<file path="src/rtl/cfg_enc_pkg.sv">
package cfg_enc_pkg;
  // strobes from control to datapath
  typedef struct packed {
    logic capture;   // take a new request this cycle
    logic fault;     // request is out of range, load zeroes
  } encStrobes_t;

  localparam logic [2:0] CFG_TYPE_CODE = 3'b101;
  localparam int         FIELD_MAX     = 255;
  localparam int         SLOT_SPLIT    = 12;
endpackage

</file>
<file path="src/rtl/cfg_enc_ctrl.sv">
module cfg_enc_ctrl
  import cfg_enc_pkg::*;
#(
  parameter int IN_W = 16
) (
  input  logic            clk,
  input  logic            rst_n,
  input  logic            reqValid,
  input  logic [IN_W-1:0] reqBus,
  input  logic [IN_W-1:0] reqDevFn,
  input  logic [IN_W-1:0] reqOffset,
  output encStrobes_t     strb,
  output logic            rspValid,
  output logic            rspErr
);
  logic outOfRange;

  generate
    if (IN_W > 8) begin : g_range
      localparam int HI_W = IN_W - 8;
      assign outOfRange = (reqBus[IN_W-1:8]    != {HI_W{1'b0}}) ||
                          (reqDevFn[IN_W-1:8]  != {HI_W{1'b0}}) ||
                          (reqOffset[IN_W-1:8] != {HI_W{1'b0}});
    end else begin : g_norange
      logic unusedIn;
      assign unusedIn   = ^{reqBus, reqDevFn, reqOffset};
      assign outOfRange = 1'b0 & unusedIn;
    end
  endgenerate

  always_comb begin
    strb.capture = reqValid;
    strb.fault   = reqValid && outOfRange;
  end

  always_ff @(posedge clk or negedge rst_n) begin
    if (!rst_n) begin
      rspValid <= 1'b0;
      rspErr   <= 1'b0;
    end else begin
      rspValid <= reqValid;
      if (strb.capture) rspErr <= strb.fault;
    end
  end

  AST_RSP_AFTER_REQ: assert property (@(posedge clk) disable iff (!rst_n)
    reqValid |=> rspValid);
  AST_NO_SPURIOUS_RSP: assert property (@(posedge clk) disable iff (!rst_n)
    !reqValid |=> !rspValid);
  AST_ERR_HOLD: assert property (@(posedge clk) disable iff (!rst_n)
    !reqValid |=> $stable(rspErr));
endmodule

</file>
<file path="src/rtl/cfg_enc_dp.sv">
module cfg_enc_dp
  import cfg_enc_pkg::*;
#(
  parameter int ADDR_W = 24,
  parameter int MAP_W  = 16
) (
  input  logic              clk,
  input  logic              rst_n,
  input  encStrobes_t       strb,
  input  logic [7:0]        busLo,
  input  logic [7:0]        devFnLo,
  input  logic [7:0]        offsetLo,
  output logic [ADDR_W-1:0] addrQ,
  output logic [MAP_W-1:0]  mapQ
);
  localparam int SEL_BASE  = 11;  // first address bit used for select
  localparam int MAP_SHIFT = 5;   // map bit = slot - MAP_SHIFT

  logic [4:0]        slot;
  logic [2:0]        func;
  logic [31:0]       baseAddr;
  logic [31:0]       mapWide;
  logic [31:0]       sumAddr;
  logic [ADDR_W-1:0] addrNext;
  logic [MAP_W-1:0]  mapNext;

  assign slot = devFnLo[7:3];
  assign func = devFnLo[2:0];

  always_comb begin
    if (busLo == 8'd0) begin
      baseAddr = {21'd0, func, 8'd0};
      mapWide  = {28'd0, CFG_TYPE_CODE, 1'b0};
      if (int'(slot) <= SLOT_SPLIT)
        baseAddr = baseAddr | (32'd1 << (int'(slot) + SEL_BASE));
      else
        mapWide  = mapWide | (32'd1 << (int'(slot) - MAP_SHIFT));
    end else begin
      baseAddr = {8'd0, busLo, devFnLo, 8'd0};
      mapWide  = {28'd0, CFG_TYPE_CODE, 1'b1};
    end
    sumAddr  = baseAddr + {24'd0, offsetLo};
    addrNext = sumAddr[ADDR_W-1:0];
    mapNext  = mapWide[MAP_W-1:0];
  end

  always_ff @(posedge clk or negedge rst_n) begin
    if (!rst_n) begin
      addrQ <= '0;
      mapQ  <= '0;
    end else if (strb.capture) begin
      addrQ <= strb.fault ? '0 : addrNext;
      mapQ  <= strb.fault ? '0 : mapNext;
    end
  end

  AST_HOLD_OUTPUTS: assert property (@(posedge clk) disable iff (!rst_n)
    !strb.capture |=> ($stable(addrQ) && $stable(mapQ)));
  AST_TYPE_CODE: assert property (@(posedge clk) disable iff (!rst_n)
    (strb.capture && !strb.fault) |=> (mapQ[3:1] == CFG_TYPE_CODE));
  AST_LOCAL_LOWBIT: assert property (@(posedge clk) disable iff (!rst_n)
    (strb.capture && !strb.fault && busLo == 8'd0) |=> !mapQ[0]);
endmodule

</file>
<file path="src/rtl/cfg_addr_encoder.sv">
module cfg_addr_encoder
  import cfg_enc_pkg::*;
#(
  parameter int IN_W   = 16,
  parameter int ADDR_W = 24,
  parameter int MAP_W  = 16
) (
  input  logic              clk,
  input  logic              rst_n,
  input  logic              reqValid,
  input  logic [IN_W-1:0]   reqBus,
  input  logic [IN_W-1:0]   reqDevFn,
  input  logic [IN_W-1:0]   reqOffset,
  output logic              rspValid,
  output logic              rspErr,
  output logic [ADDR_W-1:0] rspAddr,
  output logic [MAP_W-1:0]  rspMap
);
  encStrobes_t strb;

  cfg_enc_ctrl #(.IN_W(IN_W)) u_ctrl (
    .clk(clk), .rst_n(rst_n), .reqValid(reqValid),
    .reqBus(reqBus), .reqDevFn(reqDevFn), .reqOffset(reqOffset),
    .strb(strb), .rspValid(rspValid), .rspErr(rspErr)
  );

  cfg_enc_dp #(.ADDR_W(ADDR_W), .MAP_W(MAP_W)) u_dp (
    .clk(clk), .rst_n(rst_n), .strb(strb),
    .busLo(reqBus[7:0]), .devFnLo(reqDevFn[7:0]), .offsetLo(reqOffset[7:0]),
    .addrQ(rspAddr), .mapQ(rspMap)
  );

  AST_ERR_ZEROES: assert property (@(posedge clk) disable iff (!rst_n)
    rspErr |-> (rspAddr == '0 && rspMap == '0));
  AST_SINGLE_SELECT: assert property (@(posedge clk) disable iff (!rst_n)
    (rspValid && !rspErr && !rspMap[0]) |->
      ($countones({rspAddr[ADDR_W-1:11], rspMap[MAP_W-1:4]}) <= 1));
endmodule

</file>
<file path="config.mk">
export PLATFORM = sky130hd
export DESIGN_NAME = cfg_addr_encoder
export DESIGN_NICKNAME = d
export VERILOG_FILES = /design/src/rtl/cfg_enc_pkg.sv /design/src/rtl/cfg_enc_ctrl.sv /design/src/rtl/cfg_enc_dp.sv /design/src/rtl/cfg_addr_encoder.sv
export SDC_FILE = /design/constraint.sdc
export NUM_CORES = 1
export LEC_CHECK = 0
export ABC_AREA = 1
export BUFFER_PORTS_ARGS = -buffer_cell sky130_fd_sc_hd__buf_2
export CORE_AREA = 2 2 80 82
export DETAILED_ROUTE_END_ITERATION = 12
export DIE_AREA = 0 0 82 84
export GPL_TIMING_DRIVEN = 0
export PLACE_DENSITY = 0.77
export REMOVE_ABC_BUFFERS = 1
export SLEW_MARGIN = 0
export SYNTH_ARGS = -nofsm -noshare
export SYNTH_HDL_FRONTEND = slang
export SYNTH_SLANG_ARGS = --single-unit
</file>
<file path="constraint.sdc">
create_clock -name clk -period 1.05 [get_ports clk]
set_input_delay 0.105 -clock clk [delete_from_list [all_inputs] [get_ports clk]]
set_output_delay 0.105 -clock clk [all_outputs]
set_load 0.01 [all_outputs]
</file>
After elaboration in Yosys (flattened, before gate mapping). Index checks and enable logic that the tools add are counted.

Flip-flop bits (word level): 42. Bits of input ports: 51. Output and inout bits: 42. Logic and storage cells: 24.

$add $sub $neg: 3. Magnitude comparators: 1. Shift-type cells: 2. Mux-type cells: 6. Bitwise gates (word level): 1. Reductions and logical operators: 7.

Operators by type and width (count): 2-to-1 mux 24 bit (3); 2-to-1 mux 16 bit (3); << shifter 1 x 32 -> 16 bit (first input constant) (1); adder 24 x 8 -> 24 bit (1); bitwise OR 11 x 24 -> 24 bit (1); nonzero test 8 bit (3); << shifter 1 x 6 -> 24 bit (first input constant) (1); logical NOT 8 bit (1); adder 5 x 4 -> 6 bit (second input constant) (1); subtractor 5 x 3 -> 6 bit (second input constant) (1); <= comparator 5 x 4 -> 1 bit (second input constant) (1); logical OR 1 bit (2); logical AND 1 bit (1).

Logic depth before layout (Yosys ltp). Gate-level depths: netlist of run 1.

Word-level depth: 7. Mapped depth: 22. Gate-level depth less buffers: 22.

Hierarchy. Synthesis of run 1 repeated with hierarchy kept, for this count alone.

Cells, all modules: 470. Area, all modules: 3085.5 um^2.

Modules (own cells, without submodules): cfg_enc_dp (instances 1, cells an instance 440, area each 2922.8 um^2, sequential area each 975.9 um^2); cfg_enc_ctrl (instances 1, cells an instance 30, area each 162.7 um^2, sequential area each 50.0 um^2).

Least setup slack after synthesis of run 1. No wires, ideal clock.

Path kind: in2reg. From: in reqDevFn[4]. To: reg u_dp.addrQ[16]. Setup time: 66 ps. Arrival: 2254 ps. Required time: 984 ps. Path slack: -1270 ps. Cell stages on the path: 22. Buffers on the path: 0. Cell sequence: inv_1 ha_1 nor2_1 nor2_2 nand2_1 inv_1 nand2_1 nor3_1 ha_1 a21oi_1 o21ai_0 a21oi_1 inv_1 nand3_1 inv_2 nand2_1 inv_2 nand2_1 nand2_1 o21ai_1 nand2_1 nand2_1.

Cells in the longest elaborated chain, start to end: 7. Elaborated cells between the ends (all ways): 8. Those cells by class: add/sub: 2; order compare: 1; shift: 1; mux: 3; bitwise: 1.

Ends and longest elaborated chain: start, declared (line cfg_addr_encoder.sv:12) `input logic [IN_W-1:0] reqDevFn,`; adder 5 x 4 -> 6 bit (line cfg_enc_dp.sv:35) `baseAddr = baseAddr | (32'd1 << (int'(slot) + SEL_BASE));`; << shifter 1 x 6 -> 24 bit (line cfg_enc_dp.sv:35); bitwise OR 11 x 24 -> 24 bit (line cfg_enc_dp.sv:35); 2-to-1 mux 24 bit (line cfg_enc_dp.sv:34) `if (int'(slot) <= SLOT_SPLIT)`; 2-to-1 mux 24 bit (*) (line cfg_enc_dp.sv:31) `if (busLo == 8'd0) begin`; adder 24 x 8 -> 24 bit (*) (line cfg_enc_dp.sv:42) `sumAddr = baseAddr + {24'd0, offsetLo};`; 2-to-1 mux 24 bit (*) (line cfg_enc_dp.sv:52) `addrQ <= strb.fault ? '0 : addrNext;`; end signal, assigned (line cfg_enc_dp.sv:52); end, declared (line cfg_enc_dp.sv:13) `output logic [ADDR_W-1:0] addrQ,`.

Mark *: on every way between the ends. The rest lies on a longest branch, timed or not. A chain may end at the register's enable or synchronous reset.

Final worst setup path of run 1. Same ends and word-level chain as after synthesis.

==> summary.txt, run 1 <==
Total Nets Final: 621
Post-synth top cells: 119 x nand2_1, 46 x nor2_1, 41 x dfrtp_1
clk_skew: 0 ns
Hold WC Path Type: in -> async
HPWL Detailed: 5.95 mm
Hold Worst Slack: -0.0713 ns
pin count of the biggest net entering global routing: 42
cell with the most instances after synthesis: nand2_1
Mapped Area: 0.00291 mm2
most area-hungry cell type in the Yosys netlist: dfrtp_1
Final Setup Violations: 39
WL final: 10.9 mm
RSZ-0062 raised after global routing: yes
Initial Util: 47.7%
clock latency on the worst-skew pair: 0.30 ns
overflow left after global routing: 0
fraction of final layout cells with drive strength greater than 1: 50.5%
fin worst setup slack: -1.17 ns
CP Capture Type: register
diode count: 0
row cnt: 29
chip width: 82 um
worst slew pin tran: 0.917 ns
CP Buf/Inv Count: 7
Syn Inst Count: 402
Power Dens Cells: 815 mW/mm2
Placed Cells incl. Taps: 568
H-tree levels: 2
RR Startpoint: u_dp.addrQ[0]
crit path cell chain: buf_8 -> inv_8 -> ha_4 -> inv_4 -> nand2_4 -> nand2_4 -> inv_6 -> nand4_1 -> nor2_4 -> ha_4 -> nand2_4 -> o21ai_2 -> a21oi_2 -> inv_2 -> nand3_4 -> inv_2 -> nand2_2 -> inv_2 -> nand2_2 -> nand2_2 -> o21ai_2 -> nand2_1 -> nand2_1
violated checks: negative hold slack, negative setup slack
number of synthesized flops with an enable pin: 0
core area: 0.00610 mm2
post-layout min period: 2.22 ns
WL met2: 5.51 mm
Tot Pwr: 3.79 mW
top-area cell type share of the netlist area: 35.3%
Async SR Flop Fraction: 100%
slew margin rel.: 38.9%
Metal-1 WL: 4.15 mm
top post-synthesis cells by area: dfrtp_1 35%, nand2_1 15%, nor2_1 5.9%
Setup WS pre-CTS: -1.96 ns
DP Area: 0.00345 mm2
wire length on met3: 713 um
Final Util: 76.2%
main combinational cell family by area after synthesis: simple AND/OR/NAND/NOR gates
top layer reached by signal wires: met4
CP Data Arrival Time: 2.42 ns
Mean Syn Cell Area: 7.23 um2
CP required: 1.25 ns
Top FF cell, synth: dfrtp_1
CTS Root Cell: clkbuf_8
Syn. warnings: 0
gp weighted congestion: 0.924
Residual DRC: 0
die area: 0.00689 mm2
die height: 84 um
Post-Synth XOR/XNOR Area: 0.602%
Slew Viols, Final: 0
CP peak stage delay: 0.20 ns
top cell family by delay on the critical path: simple AND/OR/NAND/NOR gates
Critical path origin: reqDevFn[4]
Finished Cell Area: 0.00465 mm2
worst reg2reg setup slack: 0.33 ns
Ports: 93
Tcrit/Tclk final: 212%
vias per cell: 5.54
Post-Synth Adder-Cell Area: 6.28%
vias in the first global route: 3467
CTS tree: done
simple-gate share of the synthesized area: 34.0%
initial DRC count: 333
CTS Buf Count: 5
mux cell area share after synthesis: 0%
Layout Cells excl Fill: 633
drt pass-1 iters: 5
PortBufs: 92
Static Leak: 2.41 nW
Max Cap Viol: 0
post-synthesis compound-gate area fraction: 16.7%
via total after detailed routing: 3507
Layout Area Growth over Synthesis: 59.8%
drt wl/cell: 17.2 um
Worst Setup Start Kind: input port
sequential share of the synthesized area: 35.3%
clock sinks: 41
Setup TNS: -23.76 ns
Peak VDD IR: 0.648 mV
run status: complete, but fails checks
clk buf depth: 2
Post-DRT Antenna Nets: 0
CTS clock-pin slew for the worst setup and hold paths: 0.08 ns
endpoints failing hold: 41
CP max-delay cell: nor2_4
f_max: 450 MHz
first-pass GRT wire length: 16.0 mm
crit path kind: in -> reg
initial antenna violation count: 0
post-synth cell types: 37
Total GRT Usage: 30.1%
crit-path max FO: 6
#FFs+latches synth: 41
-- worst paths after layout --
kind,endpoint,cells past startpoint
worst max-delay path,u_dp.addrQ[16],23
worst min-delay path,u_dp.mapQ[6],1
worst max register to register,u_dp.addrQ[0],1
worst min register to register,u_dp.addrQ[23],2
max in group asynchronous,u_dp.addrQ[6],1
min in group clk,u_ctrl.rspErr,3
-- layout make-up --
class | count | area [um2]
Multi-Input combinational cell | 312 | 2200
Inverter | 46 | 220
Timing Repair Buffer | 148 | 983
Timing Repair inverter | 2 | 12.5
Sequential cell | 41 | 1030
Fill cell | 418 | 1450
Clock inverter | 2 | 35.0
Tap cell | 77 | 96.3
Clock buffer | 5 | 68.8
-- routing by layer --
layer	global-route usage, %	up-vias
met5	0	-
met4	11.1	0
met3	8.55	60
met2	51.9	199
met1	34.5	1628
li1	-	1620
-- cells by family (layout without fill, tap and decap cells) --
logic type | after synthesis | after routing
buffers and inverters | 52 | 203
XOR/XNOR | 2 | 2
AO/OA/AOI/OAI | 72 | 72
flip-flops | 41 | 41
other | 2 | 5
adder cells (fa/ha/maj) | 14 | 14
AND/OR/NAND/NOR | 219 | 219
-- layout by cell type (no fill, tap or decap), drive strengths merged, types with 5 or more instances in the layout --
cell type and n:
nor4 6, nand3 17, dfrtp 41, o21ai 34, nand2 126, a21oi 15, nor2 53, inv 43
nor3 5, conb 5, o21bai 10, clkbuf 5, buf 147, nand4 8, ha 13
-- repair_timing --
action                                  CTS  global route
endpoints found under the setup margin   39            39
setup buffers                            39            16
cloned                                    2             0
gates resized for setup                  98            87
endpoints found under the hold margin    41             2
pin swaps                                42            35
-- power by group --
group / total (mW) / switching (mW) / leakage, nW / internal [mW]
Sequential: 1.58 / 0.000344 / 0.566 / 1.58
Clock: 1.26 / 0.568 / 0.0540 / 0.691
Combinational: 0.946 / 0.562 / 1.79 / 0.385
-- registers in the layout (all words and copies together), names as in the netlist --
signal           flops
u_ctrl.rspValid      1
u_dp.addrQ          24
u_ctrl.rspErr        1
u_dp.mapQ           15
Power figures use the tool's default switching activity.
==> run 2, diff against run 1 <==
--- a/config.mk
+++ b/config.mk
@@ -7,13 +7,15 @@
 export LEC_CHECK = 0
 export ABC_AREA = 1
 export BUFFER_PORTS_ARGS = -buffer_cell sky130_fd_sc_hd__buf_2
-export CORE_AREA = 2 2 80 82
+export CORE_AREA = 2 2 82 84
+export CTS_CLUSTER_SIZE = 16
 export DETAILED_ROUTE_END_ITERATION = 12
-export DIE_AREA = 0 0 82 84
+export DIE_AREA = 0 0 84 86
 export GPL_TIMING_DRIVEN = 0
-export PLACE_DENSITY = 0.77
+export PLACE_DENSITY = 0.76
 export REMOVE_ABC_BUFFERS = 1
 export SLEW_MARGIN = 0
 export SYNTH_ARGS = -nofsm -noshare
 export SYNTH_HDL_FRONTEND = slang
+export SYNTH_HIERARCHICAL = 1
 export SYNTH_SLANG_ARGS = --single-unit
==> summary.txt, run 2 <==
Initial Util: 49.2% (was 47.7%)
main combinational cell family by area after synthesis: simple AND/OR/NAND/NOR gates (unchanged)
die area: 0.00722 mm2 (was 0.00689 mm2)
crit path kind: in -> reg (unchanged)
RSZ-0062 raised after global routing: yes (unchanged)
worst slew pin tran: 0.906 ns (was 0.917 ns)
simple-gate share of the synthesized area: 41.5% (was 34.0%)
die height: 86 um (was 84 um)
HPWL Detailed: 6.27 mm (was 5.95 mm)
#FFs+latches synth: 41 (unchanged)
CTS Buf Count: 5 (unchanged)
Mapped Area: 0.00309 mm2 (was 0.00291 mm2)
slew margin rel.: 39.6% (was 38.9%)
Ports: 93 (unchanged)
drt wl/cell: 16.7 um (was 17.2 um)
CTS tree: done (unchanged)
post-synthesis compound-gate area fraction: 11.1% (was 16.7%)
Total Nets Final: 677 (was 621)
CTS clock-pin slew for the worst setup and hold paths: 0.08 ns (about the same)
Final Setup Violations: 35 (was 39)
via total after detailed routing: 3854 (was 3507)
WL met2: 5.72 mm (was 5.51 mm)
vias per cell: 5.59 (was 5.54)
f_max: 458 MHz (was 450 MHz)
initial DRC count: 478 (was 333)
Mean Syn Cell Area: 6.56 um2 (was 7.23 um2)
Hold WC Path Type: in -> async (unchanged)
PortBufs: 92 (unchanged)
Peak VDD IR: 0.746 mV (was 0.648 mV)
vias in the first global route: 3498 (was 3467)
worst reg2reg setup slack: 0.32 ns (was 0.33 ns)
top flop regs: u_dp/addrQ: 24 flops, u_dp/mapQ: 15 flops (was u_dp.addrQ: 24 flops, u_dp.mapQ: 15 flops)
Metal-1 WL: 4.42 mm (was 4.15 mm)
Post-Synth XOR/XNOR Area: 0.284% (was 0.602%)
commonest non-fill, non-tap cells in the layout: 127 x nand2_1, 79 x buf_2, 72 x nor2_1 (was 99 x nand2_1, 85 x buf_2, 48 x buf_4)
clock sinks: 41 (unchanged)
Residual DRC: 0 (unchanged)
gp weighted congestion: 0.892 (was 0.924)
number of synthesized flops with an enable pin: 0 (unchanged)
Power Dens Cells: 917 mW/mm2 (was 815 mW/mm2)
H-tree levels: 2 (unchanged)
first-pass GRT wire length: 16.2 mm (was 16.0 mm)
Post-Synth Adder-Cell Area: 5.92% (was 6.28%)
post-layout min period: 2.18 ns (was 2.22 ns)
Max Cap Viol: 0 (unchanged)
sequential share of the synthesized area: 33.3% (was 35.3%)
RR Endpoint: u_dp/addrQ[8] (was u_dp.addrQ[0])
top post-synthesis cells by area: dfrtp_1 33%, nand2_1 18%, nor2_1 11% (was dfrtp_1 35%, nand2_1 15%, nor2_1 5.9%)
diode count: 0 (unchanged)
RR Startpoint: u_dp/addrQ[8] (was u_dp.addrQ[0])
violated checks: negative hold slack, negative setup slack (unchanged)
row cnt: 29 (unchanged)
clock latency on the worst-skew pair: 0.30 ns (about the same)
fin worst setup slack: -1.13 ns (was -1.17 ns)
endpoints failing hold: 41 (unchanged)
Post-DRT Antenna Nets: 0 (unchanged)
wire length on met3: 935 um (was 713 um)
cell with the most instances after synthesis: nand2_1 (unchanged)
worst r2r path cells: 1 (unchanged)
CP required: 1.24 ns (was 1.25 ns)
Setup TNS: -21.47 ns (was -23.76 ns)
Worst Setup Start Kind: input port (unchanged)
drt pass-1 iters: 6 (was 5)
core area: 0.00628 mm2 (was 0.00610 mm2)
top layer reached by signal wires: met4 (unchanged)
Layout Cells excl Fill: 689 (was 633)
CP Data Arrival Time: 2.37 ns (was 2.42 ns)
chip width: 84 um (was 82 um)
Syn. warnings: 6 (was 0)
clk_skew: 0 ns (unchanged)
overflow left after global routing: 0 (unchanged)
Post-synth top cells: 146 x nand2_1, 91 x nor2_1, 41 x dfrtp_1, 41 x inv_1, 24 x o21ai_0 (was 119 x nand2_1, 46 x nor2_1, 41 x dfrtp_1)
CP Capture Type: register (unchanged)
Total GRT Usage: 28.1% (was 30.1%)
Syn Inst Count: 470 (was 402)
most area-hungry cell type in the Yosys netlist: dfrtp_1 (unchanged)
Largest register FFs: 24 (unchanged)
post-synth cell types: 35 (was 37)
fraction of final layout cells with drive strength greater than 1: 42.2% (was 50.5%)
run status: complete, but fails checks (unchanged)
Async SR Flop Fraction: 100% (unchanged)
Hold Worst Slack: -0.0745 ns (was -0.0713 ns)
Slew Viols, Final: 0 (unchanged)
CTS Root Cell: clkbuf_8 (unchanged)
clk buf depth: 2 (unchanged)
mux cell area share after synthesis: 0% (unchanged)
WL final: 11.5 mm (was 10.9 mm)
most flop-heavy register: u_dp/addrQ (was u_dp.addrQ)
commonest non-fill, non-tap cell in the layout: nand2_1 (unchanged)
fillers: 474 (was 418)
Tcrit/Tclk final: 208% (was 212%)
top-area cell type share of the netlist area: 33.3% (was 35.3%)
crit-path max FO: 6 (unchanged)
Static Leak: 2.41 nW (about the same)
pin count of the biggest net entering global routing: 42 (unchanged)
Layout Area Growth over Synthesis: 51.4% (was 59.8%)
initial antenna violation count: 0 (unchanged)
Top FF cell, synth: dfrtp_1 (unchanged)
Placed Cells incl. Taps: 632 (was 568)
## run 2: cell type report
| type | count | area, um2 | share of cell area, % |
|---|---|---|---|
| Timing Repair Buffer | 139 | 937 | 20.1 |
| Tap cell | 77 | 96.3 | 2.06 |
| Clock inverter | 2 | 35.0 | 0.750 |
| Sequential cell | 41 | 1030 | 22.0 |
| Inverter | 49 | 218 | 4.66 |
| Multi-Input combinational cell | 374 | 2280 | 48.8 |
| Timing Repair inverter | 2 | 12.5 | 0.268 |
| Clock buffer | 5 | 68.8 | 1.47 |
## run 2: worst max-delay path by stage
stage	startpoint	to	slack (ns)	cells after the start
3_5_place_dp	reqValid	u_dp/mapQ[9]	-2.19	7
2_1_floorplan	reqDevFn[4]	u_dp/addrQ[23]	-1.46	22
6_report	reqDevFn[4]	u_dp/addrQ[17]	-1.13	24
3_3_place_gp	reqValid	u_dp/mapQ[11]	-2.10	7
5_1_grt	reqDevFn[4]	u_dp/addrQ[13]	-1.30	23
4_1_cts	reqDevFn[4]	u_dp/addrQ[17]	-1.01	23
## run 2: what timing repair did
action | 4_1_cts | 5_1_grt
gates cloned | 3 | 0
gates resized for setup | 87 | 86
setup endpoints to repair | 38 | 38
hold endpoints to repair | 41 | 0
pin swaps | 42 | 44
setup buffers | 36 | 15
## run 2: cells by family (layout without fill, tap and decap cells)
group                      Yosys count  in the layout
xor gates and xnor gates             1              1
DFF                                 41             41
buffers and inverters               59            197
AOI/OAI and AO/OA                   55             55
other                                2              5
adders and majority gates           14             14
and+or+nand+nor                    298            299
## run 2: routing by layer
| metal | track usage [%] | up-vias |
|---|---|---|
| met3 | 5.10 | 43 |
| met1 | 35.2 | 1799 |
| li1 | - | 1767 |
| met4 | 8.94 | 0 |
| met5 | 0 | - |
| met2 | 49.5 | 245 |
## run 2: metrics by stage
| stage | worst slack (ns) | instance area, um2 | hold WS (ns) | util (%) | power [mW] |
|---|---|---|---|---|---|
| finish | -1.13 | 4670 | -0.0745 | 74.4 | 4.28 |
| CTS | -1.01 | 4230 | -0.0175 | 67.4 | 4.07 |
| floorplan | -1.46 | 3040 | -0.191 | - | 2.28 |
| global route | -1.30 | 4670 | 0.0158 | 74.4 | 4.47 |
| global placement | -2.10 | 3600 | 0.283 | 57.3 | 2.62 |
| detailed placement | -2.19 | 3600 | 0.293 | 57.3 | 2.63 |
## run 2: worst max-delay path: stages
cell and delay (ns):
buf_8 0.11, inv_8 0.06, ha_4 0.13, inv_1 0.05
nand3_1 0.08, nand2_2 0.07, inv_2 0.09, nand3b_4 0.14
buf_6 0.16, nor2_4 0.12, ha_4 0.14, inv_1 0.06
nand2_2 0.07, a21oi_2 0.05, nand2_2 0.07, nand2_2 0.07
nand2_2 0.08, nand2_4 0.07, inv_4 0.07, nand2_4 0.06
nor2_4 0.23, nand4_1 0.11, nand3_1 0.10, nand2_1 0.06
## run 2: where the power goes
group	switching, mW	internal, mW
combinational	0.782	0.524
sequential	0.0470	1.67
clock	0.568	0.691
==> run 3, diff against run 2 <==
--- a/config.mk
+++ b/config.mk
@@ -6,14 +6,12 @@
 export NUM_CORES = 1
 export LEC_CHECK = 0
 export ABC_AREA = 1
-export BUFFER_PORTS_ARGS = -buffer_cell sky130_fd_sc_hd__buf_2
 export CORE_AREA = 2 2 82 84
 export CTS_CLUSTER_SIZE = 16
 export DETAILED_ROUTE_END_ITERATION = 12
 export DIE_AREA = 0 0 84 86
+export DONT_BUFFER_PORTS = 1
 export GPL_TIMING_DRIVEN = 0
-export PLACE_DENSITY = 0.76
-export REMOVE_ABC_BUFFERS = 1
 export SLEW_MARGIN = 0
 export SYNTH_ARGS = -nofsm -noshare
 export SYNTH_HDL_FRONTEND = slang
==> summary.txt, run 3 (synthesis gave the netlist of run 2 again) <==
run status: complete, but fails checks (unchanged)
violated checks: negative hold slack, negative setup slack (unchanged)
RSZ-0062 raised after global routing: yes (unchanged)
Worst Setup Start Kind: input port (unchanged)
gp weighted congestion: 0.854 (was 0.892)
RR Startpoint: u_dp/addrQ[2] (was u_dp/addrQ[8])
most numerous cell on the critical path: buf_4 (was nand2_2)
Residual DRC: 0 (unchanged)
CTS tree: done (unchanged)
WL final: 9.34 mm (was 11.5 mm)
Peak VDD IR: 0.580 mV (was 0.746 mV)
fraction of final layout cells with drive strength greater than 1: 31.4% (was 42.2%)
Hold WC Path Type: in -> async (unchanged)
crit path kind: in -> reg (unchanged)
Total Nets Final: 588 (was 677)
Pint: 2.55 mW (was 2.89 mW)
Layout Cells excl Fill: 600 (was 689)
clk_skew: 0 ns (unchanged)
top cell family by delay on the critical path: buffers and inverters (was simple AND/OR/NAND/NOR gates)
PortBufs: 0 (was 92)
die height: 86 um (unchanged)
Power Dens Cells: 905 mW/mm2 (was 917 mW/mm2)
Static Leak: 1.97 nW (was 2.41 nW)
Logic pwr share: 23.8% (was 30.5%)
Max Cap Viol: 0 (unchanged)
clk buf depth: 2 (unchanged)
chip width: 84 um (unchanged)
Largest register FFs: 24 (unchanged)
fin worst setup slack: -1.19 ns (was -1.13 ns)
vias per cell: 5.31 (was 5.59)
Critical path origin: reqDevFn[4] (unchanged)
Total GRT Usage: 25.4% (was 28.1%)
f_max: 446 MHz (was 458 MHz)
CTS Root Cell: clkbuf_8 (unchanged)
first-pass GRT wire length: 14.8 mm (was 16.2 mm)
Hold Worst Slack: -0.502 ns (was -0.0745 ns)
diode count: 0 (unchanged)
Final Setup Violations: 31 (was 35)
CP max-delay cell: nor3_4 (was nor2_4)
die area: 0.00722 mm2 (unchanged)
Ports: 93 (unchanged)
overflow left after global routing: 0 (unchanged)
clock latency on the worst-skew pair: 0.29 ns (was 0.30 ns)
drt wl/cell: 15.6 um (was 16.7 um)
fillers: 571 (was 474)
Post-DRT Antenna Nets: 0 (unchanged)
Layout Area Growth over Synthesis: 33.1% (was 51.4%)
CP Buf/Inv Count: 8 (was 7)
CP Capture Type: register (unchanged)
H-tree levels: 2 (unchanged)
CP Data Arrival Time: 2.43 ns (was 2.37 ns)
crit-path max FO: 5 (was 6)
HPWL Detailed: 6.31 mm (was 6.27 mm)
CP required: 1.24 ns (about the same)
worst slew pin tran: 0.539 ns (was 0.906 ns)
Sequential Power Share: 47.9% (was 40.1%)
top flop regs: u_dp/addrQ: 24 flops, u_dp/mapQ: 15 flops (unchanged)
vias in the first global route: 3137 (was 3498)
Slew Viols, Final: 0 (unchanged)
crit path cell chain: clkinvlp_4 -> ha_4 -> inv_4 -> nand2_4 -> nand2_4 -> nand3b_4 -> buf_8 -> nor3_4 -> ha_4 -> nand2_4 -> inv_2 -> a21oi_2 -> nand2_2 -> buf_4 -> buf_4 -> buf_4 -> buf_4 -> nor2_1 -> o21ai_1 (was buf_8 -> inv_8 -> ha_4 -> inv_1 -> nand3_1 -> nand2_2 -> inv_2 -> nand3b_4 -> buf_6 -> nor2_4 -> ha_4 -> inv_1 -> nand2_2 -> a21oi_2 -> nand2_2 -> nand2_2 -> nand2_2 -> nand2_4 -> inv_4 -> nand2_4 -> nor2_4 -> nand4_1 -> nand3_1 -> nand2_1)
commonest non-fill, non-tap cell in the layout: nand2_1 (unchanged)
core area: 0.00628 mm2 (unchanged)
slew margin rel.: 64.0% (was 39.6%)
Placed Cells incl. Taps: 550 (was 632)
P_sw: 1.17 mW (was 1.40 mW)
CP peak stage delay: 0.26 ns (was 0.23 ns)
post-layout min period: 2.24 ns (was 2.18 ns)
endpoints failing hold: 41 (unchanged)
most flop-heavy register: u_dp/addrQ (unchanged)
pin count of the biggest net entering global routing: 42 (unchanged)
CTS clock-pin slew for the worst setup and hold paths: 0.08 ns (about the same)
initial antenna violation count: 0 (unchanged)
clock sinks: 41 (unchanged)
sw frac: 31.4% (was 32.6%)
initial DRC count: 161 (was 478)
row cnt: 29 (unchanged)
clock power share: 28.2% (was 29.4%)
drt pass-1 iters: 5 (was 6)
Initial Util: 49.2% (unchanged)
CTS Buf Count: 5 (unchanged)
Tcrit/Tclk final: 214% (was 208%)
via total after detailed routing: 3185 (was 3854)
commonest non-fill, non-tap cells in the layout: 126 x nand2_1, 74 x nor2_1, 41 x dfrtp_1 (was 127 x nand2_1, 79 x buf_2, 72 x nor2_1)
==> run 3: changes by cell type in the layout (fill, tap and decap cells not counted), sizes merged <==
cell and delta:
buf -90, bufinv -1, clkbuf +5, nor2 -1, clkinvlp -1, clkinv -2, dlygate4sd3 +1
==> run 3: worst paths after layout <==
path	to	depth (start not counted)	slack (ns)
hold / removal	u_dp/addrQ[6]	0	-0.50
setup reg to reg	u_dp/addrQ[2]	1	0.28
hold reg to reg	u_dp/addrQ[18]	2	0.55
max in group asynchronous	u_dp/addrQ[15]	0	1.47
min in group clk	u_dp/addrQ[18]	4	0.05
setup / recovery	u_dp/addrQ[7]	19	-1.19
==> run 3: what timing repair did <==
action | 4_1_cts | 5_1_grt
pin swaps | 30 | 39
gates resized for setup | 37 | 62
hold buffers | 1 | 1
setup endpoints to repair | 28 | 38
setup buffers | 29 | 15
hold endpoints to repair | 44 | 42
==> run 3: stage by stage <==
step / setup WS [ns] / setup TNS [ns] / total power [mW] / utilization, % / instance area (um2)
floorplan: -1.24 / -22.27 / 2.34 / - / 3230
global placement: -1.59 / -32.47 / 2.47 / 53.0 / 3330
detailed placement: -1.60 / -33.27 / 2.48 / 53.0 / 3330
CTS: -1.03 / -24.82 / 3.62 / 60.9 / 3820
global route: -1.28 / -23.71 / 3.92 / 65.4 / 4110
finish: -1.19 / -21.03 / 3.72 / 65.4 / 4110
==> run 3: cell type report <==
type	instances	area, um2	area share (%)
Multi-Input combinational cell	373	2250	54.9
Tap cell	77	96.3	2.35
Timing Repair Buffer	43	354	8.62
Inverter	49	201	4.90
Sequential cell	41	1030	25.0
Clock buffer	7	86.3	2.10
Buffer	10	90.1	2.19
==> run 3: power groups by stage <==
stage	Combinational, mW	Sequential, mW	Clock [mW]
2_1_floorplan	0.545	1.80	0
3_3_place_gp	0.656	1.81	0
3_5_place_dp	0.663	1.82	0
4_1_cts	0.770	1.79	1.06
5_1_grt	0.985	1.80	1.14
6_report	0.886	1.78	1.05
==> run 3: metal layers <==
layer,up-vias,track usage (%),part of all wire [%]
met1,1470,32.3,43
met5,-,0,0
met2,111,43.9,50
met3,16,5.58,6.0
li1,1588,-,-
met4,0,6.89,1.7
